File: src/rtl/trig_sel_pkg.sv
package trig_sel_pkg;
   localparam int SRC_W = 4;

   typedef enum logic [1:0] {
      PIN_RISE = 2'd0,
      PIN_FALL = 2'd1,
      PIN_BOTH = 2'd2,
      PIN_NONE = 2'd3
   } pin_edge_e;

   typedef enum logic [1:0] {
      PEV_FALL   = 2'd0,
      PEV_CENTRE = 2'd1,
      PEV_RISE   = 2'd2,
      PEV_PERIOD = 2'd3
   } pwm_evt_e;
endpackage

File: src/rtl/trig_pin_sync.sv
module trig_pin_sync
   import trig_sel_pkg::*;
#(
   parameter int STAGES = 2
) (
   input  logic       clk,
   input  logic       rst_n,
   input  logic       pin_i,
   input  logic [1:0] edge_sel,
   output logic       hit_o
);
   logic [STAGES:0] sh;
   logic            cur, prv;

   always_ff @(posedge clk or negedge rst_n) begin
      if (!rst_n) sh <= '0;
      else        sh <= {sh[STAGES-1:0], pin_i};
   end

   assign cur = sh[STAGES-1];
   assign prv = sh[STAGES];

   always_comb begin
      unique case (pin_edge_e'(edge_sel))
         PIN_RISE: hit_o = cur & ~prv;
         PIN_FALL: hit_o = ~cur & prv;
         PIN_BOTH: hit_o = cur ^ prv;
         default:  hit_o = 1'b0;
      endcase
   end
endmodule

File: src/rtl/trig_evt_edge.sv
module trig_evt_edge #(
   parameter int N = 8
) (
   input  logic         clk,
   input  logic         rst_n,
   input  logic [N-1:0] lines_i,
   output logic [N-1:0] rise_o
);
   logic [N-1:0] prev;

   always_ff @(posedge clk or negedge rst_n) begin
      if (!rst_n) prev <= '0;
      else        prev <= lines_i;
   end

   assign rise_o = lines_i & ~prev;
endmodule

File: src/rtl/trig_delay.sv
module trig_delay #(
   parameter int DLY_W     = 8,
   parameter int DLY_SCALE = 4,
   parameter int CNT_W     = 10
) (
   input  logic             clk,
   input  logic             rst_n,
   input  logic             en_i,
   input  logic             hit_i,
   input  logic [DLY_W-1:0] dly_i,
   output logic             start_o,
   output logic             busy_o,
   output logic [CNT_W-1:0] cnt_o
);
   logic [CNT_W-1:0] load;

   assign load = CNT_W'(DLY_SCALE) * CNT_W'(dly_i) - CNT_W'(1);

   always_ff @(posedge clk or negedge rst_n) begin
      if (!rst_n) begin
         start_o <= 1'b0;
         busy_o  <= 1'b0;
         cnt_o   <= '0;
      end else begin
         start_o <= 1'b0;
         if (!en_i) begin
            busy_o <= 1'b0;
            cnt_o  <= '0;
         end else if (busy_o) begin
            if (cnt_o == '0) begin
               start_o <= 1'b1;
               busy_o  <= 1'b0;
            end else begin
               cnt_o <= cnt_o - CNT_W'(1);
            end
         end else if (hit_i) begin
            if (dly_i == '0) begin
               start_o <= 1'b1;
            end else begin
               busy_o <= 1'b1;
               cnt_o  <= load;
            end
         end
      end
   end
endmodule

File: src/rtl/trig_start_gen.sv
module trig_start_gen
   import trig_sel_pkg::*;
#(
   parameter int NUM_PWM     = 6,
   parameter int PWM_EVTS    = 4,
   parameter int NUM_TMR     = 3,
   parameter int DLY_W       = 8,
   parameter int DLY_SCALE   = 4,
   parameter int SYNC_STAGES = 2
) (
   input  logic                         clk,
   input  logic                         rst_n,
   input  logic                         hw_trig_en,
   input  logic [3:0]                   src_sel,
   input  logic [1:0]                   pwm_evt_sel,
   input  logic [1:0]                   pin_edge_sel,
   input  logic [DLY_W-1:0]             delay_val,
   input  logic                         ext_start_pin,
   input  logic [NUM_PWM*PWM_EVTS-1:0]  pwm_evt,
   input  logic [NUM_TMR-1:0]           tmr_evt,
   input  logic                         eoc0_evt,
   input  logic                         eoc1_evt,
   output logic                         conv_start
);
   localparam int SRC_PWM0 = 1;
   localparam int SRC_TMR0 = SRC_PWM0 + NUM_PWM;
   localparam int SRC_EOC0 = SRC_TMR0 + NUM_TMR;
   localparam int SRC_EOC1 = SRC_EOC0 + 1;
   localparam int NUM_SRC  = SRC_EOC1 + 1;
   localparam int NUM_CODE = 1 << SRC_W;
   localparam int NUM_LINE = NUM_PWM * PWM_EVTS + NUM_TMR + 2;
   localparam int CNT_W    = $clog2(DLY_SCALE * ((1 << DLY_W) - 1) + 1);

   generate
      if (NUM_SRC > NUM_CODE) begin : g_bad_src
         $error("trig_start_gen: sources exceed source code space");
      end
      if (PWM_EVTS != 4) begin : g_bad_evt
         $error("trig_start_gen: PWM event select needs four lines per channel");
      end
      if (SYNC_STAGES < 2) begin : g_bad_sync
         $error("trig_start_gen: synchronizer needs at least two stages");
      end
      if (DLY_SCALE < 1) begin : g_bad_scale
         $error("trig_start_gen: delay scale must be positive");
      end
   endgenerate

   logic                pin_hit;
   logic [NUM_LINE-1:0] line_rise;
   logic [NUM_CODE-1:0] src_hit;
   logic                sel_hit;
   logic                dly_busy;
   logic [CNT_W-1:0]    dly_cnt;

   trig_pin_sync #(.STAGES(SYNC_STAGES)) pin_i (
      .clk      (clk),
      .rst_n    (rst_n),
      .pin_i    (ext_start_pin),
      .edge_sel (pin_edge_sel),
      .hit_o    (pin_hit)
   );

   trig_evt_edge #(.N(NUM_LINE)) edge_i (
      .clk     (clk),
      .rst_n   (rst_n),
      .lines_i ({eoc1_evt, eoc0_evt, tmr_evt, pwm_evt}),
      .rise_o  (line_rise)
   );

   assign src_hit[0] = pin_hit;

   genvar gp, gt, gr;
   generate
      for (gp = 0; gp < NUM_PWM; gp++) begin : g_pwm
         logic [PWM_EVTS-1:0] grp;
         assign grp                  = line_rise[gp*PWM_EVTS +: PWM_EVTS];
         assign src_hit[SRC_PWM0+gp] = grp[pwm_evt_sel];
      end
      for (gt = 0; gt < NUM_TMR; gt++) begin : g_tmr
         assign src_hit[SRC_TMR0+gt] = line_rise[NUM_PWM*PWM_EVTS + gt];
      end
      for (gr = NUM_SRC; gr < NUM_CODE; gr++) begin : g_rsvd
         assign src_hit[gr] = 1'b0;
      end
   endgenerate

   assign src_hit[SRC_EOC0] = line_rise[NUM_LINE-2];
   assign src_hit[SRC_EOC1] = line_rise[NUM_LINE-1];

   assign sel_hit = hw_trig_en & src_hit[src_sel];

   trig_delay #(.DLY_W(DLY_W), .DLY_SCALE(DLY_SCALE), .CNT_W(CNT_W)) dly_i (
      .clk     (clk),
      .rst_n   (rst_n),
      .en_i    (hw_trig_en),
      .hit_i   (sel_hit),
      .dly_i   (delay_val),
      .start_o (conv_start),
      .busy_o  (dly_busy),
      .cnt_o   (dly_cnt)
   );
endmodule

File: config.mk
export PLATFORM = sky130hd
export DESIGN_NAME = trig_start_gen
export DESIGN_NICKNAME = d
export VERILOG_FILES = /design/src/rtl/trig_sel_pkg.sv /design/src/rtl/trig_pin_sync.sv /design/src/rtl/trig_evt_edge.sv /design/src/rtl/trig_delay.sv /design/src/rtl/trig_start_gen.sv
export SDC_FILE = /design/constraint.sdc
export NUM_CORES = 1
export LEC_CHECK = 0
export ABC_CLOCK_PERIOD_IN_PS = 2500
export BUFFER_PORTS_ARGS = -buffer_cell sky130_fd_sc_hd__buf_4
export CAP_MARGIN = 30
export CELL_PAD_IN_SITES_DETAIL_PLACEMENT = 1
export CELL_PAD_IN_SITES_GLOBAL_PLACEMENT = 1
export CORE_AREA = 2 2 95 97
export DETAILED_ROUTE_END_ITERATION = 10
export DIE_AREA = 0 0 97 99
export GPL_TIMING_DRIVEN = 0
export PLACE_DENSITY_LB_ADDON = 0.1
export SKIP_CTS_REPAIR_TIMING = 1
export SYNTH_ARGS = -nofsm -noshare
export SYNTH_HDL_FRONTEND = slang
export SYNTH_HIERARCHICAL = 1
export SYNTH_SLANG_ARGS = --single-unit
File: constraint.sdc
create_clock -name clk -period 2.5 [get_ports clk]
set_clock_uncertainty 0.15 [all_clocks]
set_input_delay 0.125 -clock clk [delete_from_list [all_inputs] [get_ports clk]]
set_output_delay 0.125 -clock clk [all_outputs]
set_load 0.005 [all_outputs]
==> flow_summary.ini <==
[yosys]
synthesis.area_um2 = 2492
ys.flop_type = dfrtp_1
ys.warnings.count = 6
ys_seq_elements = 44
synth_fp_nets = 255
synth_edf_count = 0
synth_cell_types = 56
synth_cells = 201
syn_area_per_cell_um2 = 12.40
ys_seq_area_frac = 0.4418
async_flop_share = 1.000

[worst_hold_path]
hp-start = delay_val[5]
whs_path_depth = 4
hold_path.class = in -> reg
holdPathEnd = dly_i/cnt_o[7]

[critical_path]
startpoint = edge_i/prev[18]
r2r-start = edge_i/prev[18]
r2r-end = dly_i/cnt_o[0]
path_class = reg -> reg
critPathCaptureType = register
r2r_cells = 12
crit_fanout = 7
cp-start-kind = register
critPathRequiredTime_ns = 2.54
arrival_ns = 2.79
ff2ff_setup_slack_ns = -0.25

[routing]
vias = 1852
routed_wl_mm = 5.928
drtIter0Drc = 29
drc = 0
drt-pass1-iter-count = 4
avgViaCountPerCell = 4.630
wl_per_cell_um = 14.82
drtAntennaViolNets = 0

[final_layout]
nFillCells = 934
antenna_cells = 0
drive_gt1_frac = 0.3973
stdcell_count = 400
areaGrowthSynthToFinish_pct = 40.51
num-nets-final = 345

[pwr]
leakage_nw = 1.601
powerDensity_nw_per_um2 = 499.2
peakVddDrop_mv = 0.2469

[floorplan]
ioPinCount = 50
start_util = 0.2915
die_h_um = 99
die_x_um = 97
core_area_um2 = 8551
row_count = 34
dieArea_um2 = 9603

[timing]
setup_slack_ns = -0.2508
slew_headroom = 0.3786
tns_ns = -1.828
fin_crit_ns = 2.751
tightestPinTransition_ns = 0.9236
fin_crit_sh = 1.100
slew_viol_final = 0
fmaxAchievable_ghz = 0.3635
finalSetupViolations = 11
rsz0062_at_grt = true
hold_viol = 0

[clock_tree]
clock-root-buffer = clkbuf_8
clockBufferDepth = 2
cts_tree = done
htreeDepth = 2
clk_transition_reported_paths_ns = 0.08
numCtsBuffers = 5
clock_latency_ns = 0.30
cts_sinks = 44

[global_route]
grt_overflow = 0
grt_pass1_wl_mm = 9.646
grt_antenna_before_repair = 0
grt_usage = 0.1249
grt_max_degree = 45
grt_pass1_vias = 1922

[outcome]
violations = setup timing
outcome = complete, but fails checks

[placement]
dp_hpwl_mm = 4.155
gp_congestion = 0.7311
io_buffers = 47
dp_cells = 356

[job]
maxCapViolations = 0
[cell usage in the layout (no fill, tap or decap), types with 3 or more instances in the layout]
cell,count
clkbuf_8,6
nand2_1,11
nor2b_4,30
nand3_1,4
xor2_1,3
mux4_2,3
dfrtp_1,44
nand3b_1,5
buf_4,53
nor2_1,3
mux4_1,3
ha_1,5
o21ai_0,7
a21oi_2,3
dlygate4sd3_1,31
mux2i_1,4
nor3b_1,3
nand2b_1,3
inv_1,11
nor3_1,4
[cells by family (layout without fill, tap and decap cells)]
group | Yosys count | count (layout) | share of synthesized area
XOR/XNOR | 5 | 5 | 0.01757
buffers and inverters | 18 | 109 | 0.03363
AO/OA/AOI/OAI | 38 | 38 | 0.1190
multiplexers | 11 | 11 | 0.08233
AND/OR/NAND/NOR | 80 | 80 | 0.2806
flip-flops | 44 | 44 | 0.4418
adder cells (fa/ha/maj) | 5 | 5 | 0.02510
[cells in the mapped netlist (4+ instances only)]
| library cell | instances | share of area |
|---|---|---|
| dfrtp_1 | 44 | 0.44 |
| nor2b_4 | 29 | 0.16 |
| inv_1 | 11 | 0.017 |
| nand2_1 | 11 | 0.017 |
| o21ai_0 | 7 | 0.014 |
| a21oi_1 | 6 | 0.012 |
| ha_1 | 5 | 0.025 |
| mux4_1 | 5 | 0.053 |
| nand3b_1 | 5 | 0.015 |
| mux2i_1 | 4 | 0.016 |
| nand3_1 | 4 | 0.0080 |
| nor2_1 | 4 | 0.0060 |
| nor3_1 | 4 | 0.0080 |
[area by class of cell]
class / instances / area, um2 / share of cell area
multi-input cells: 139 / 1385 / 0.3955
flip-flops and latches: 44 / 1101 / 0.3144
repair buffers: 83 / 700.7 / 0.2001
well taps: 108 / 135.1 / 0.03859
clock buffers: 6 / 82.58 / 0.02358
plain buffers: 7 / 46.29 / 0.01322
inverters: 11 / 41.29 / 0.01179
clock inverters: 2 / 10.01 / 0.002858
[worst max-delay path, cell delays in order, from the launching register on]
cell	delay, ns
dfrtp_1	0.39
nor2b_4	0.05
mux4_2	0.46
mux2_4	0.31
o311ai_4	0.30
o31ai_4	0.12
nor2b_4	0.14
a21bo_4	0.21
and2_4	0.15
buf_6	0.11
buf_4	0.11
nand2_1	0.04
o211a_1	0.11
[metrics by stage]
stage | power [mW] | hold slack [ns] | area (um2) | setup WS, ns | util
finish | 1.748 | 0.08525 | 3502 | -0.2508 | 0.4096
global route | 1.864 | 0.1147 | 3502 | -0.4043 | 0.4096
CTS | 1.699 | -0.3044 | 3073 | -0.5175 | 0.3594
detailed placement | 1.211 | 0.02416 | 2980 | -0.4928 | 0.3486
global placement | 1.208 | 0.01948 | 2980 | -0.4958 | 0.3486
floorplan | 1.053 | -0.3206 | 2492 | 0.0007596 | -
[report_power, final]
group | switching [mW] | internal, mW | total (mW)
sequential | 0.0441 | 0.758 | 0.802
clock | 0.248 | 0.221 | 0.468
combinational | 0.220 | 0.257 | 0.478
[flip-flops by register name (all words and copies together) (netlist names)]
name,cells
dly_i/busy_o,1
dly_i/cnt_o,10
dly_i/start_o,1
edge_i/prev,29
pin_i/sh,3
[metal layers]
| layer | track usage | share of wire | up-vias |
|---|---|---|---|
| li1 | - | - | 888 |
| met1 | 0.1621 | 0.45 | 921 |
| met2 | 0.2094 | 0.49 | 38 |
| met3 | 0.02908 | 0.040 | 5 |
| met4 | 0.03575 | 0.011 | 0 |
| met5 | 0 | 0 | - |
[how the worst max path moves through the flow]
stage,endpoint,slack (ns)
floorplan,dly_i/cnt_o[8],0.0008
global placement,dly_i/cnt_o[8],-0.50
detailed placement,dly_i/cnt_o[8],-0.49
CTS,dly_i/cnt_o[8],-0.52
global route,dly_i/cnt_o[8],-0.40
finish,dly_i/cnt_o[0],-0.25
(Power assumes the default switching activity.)
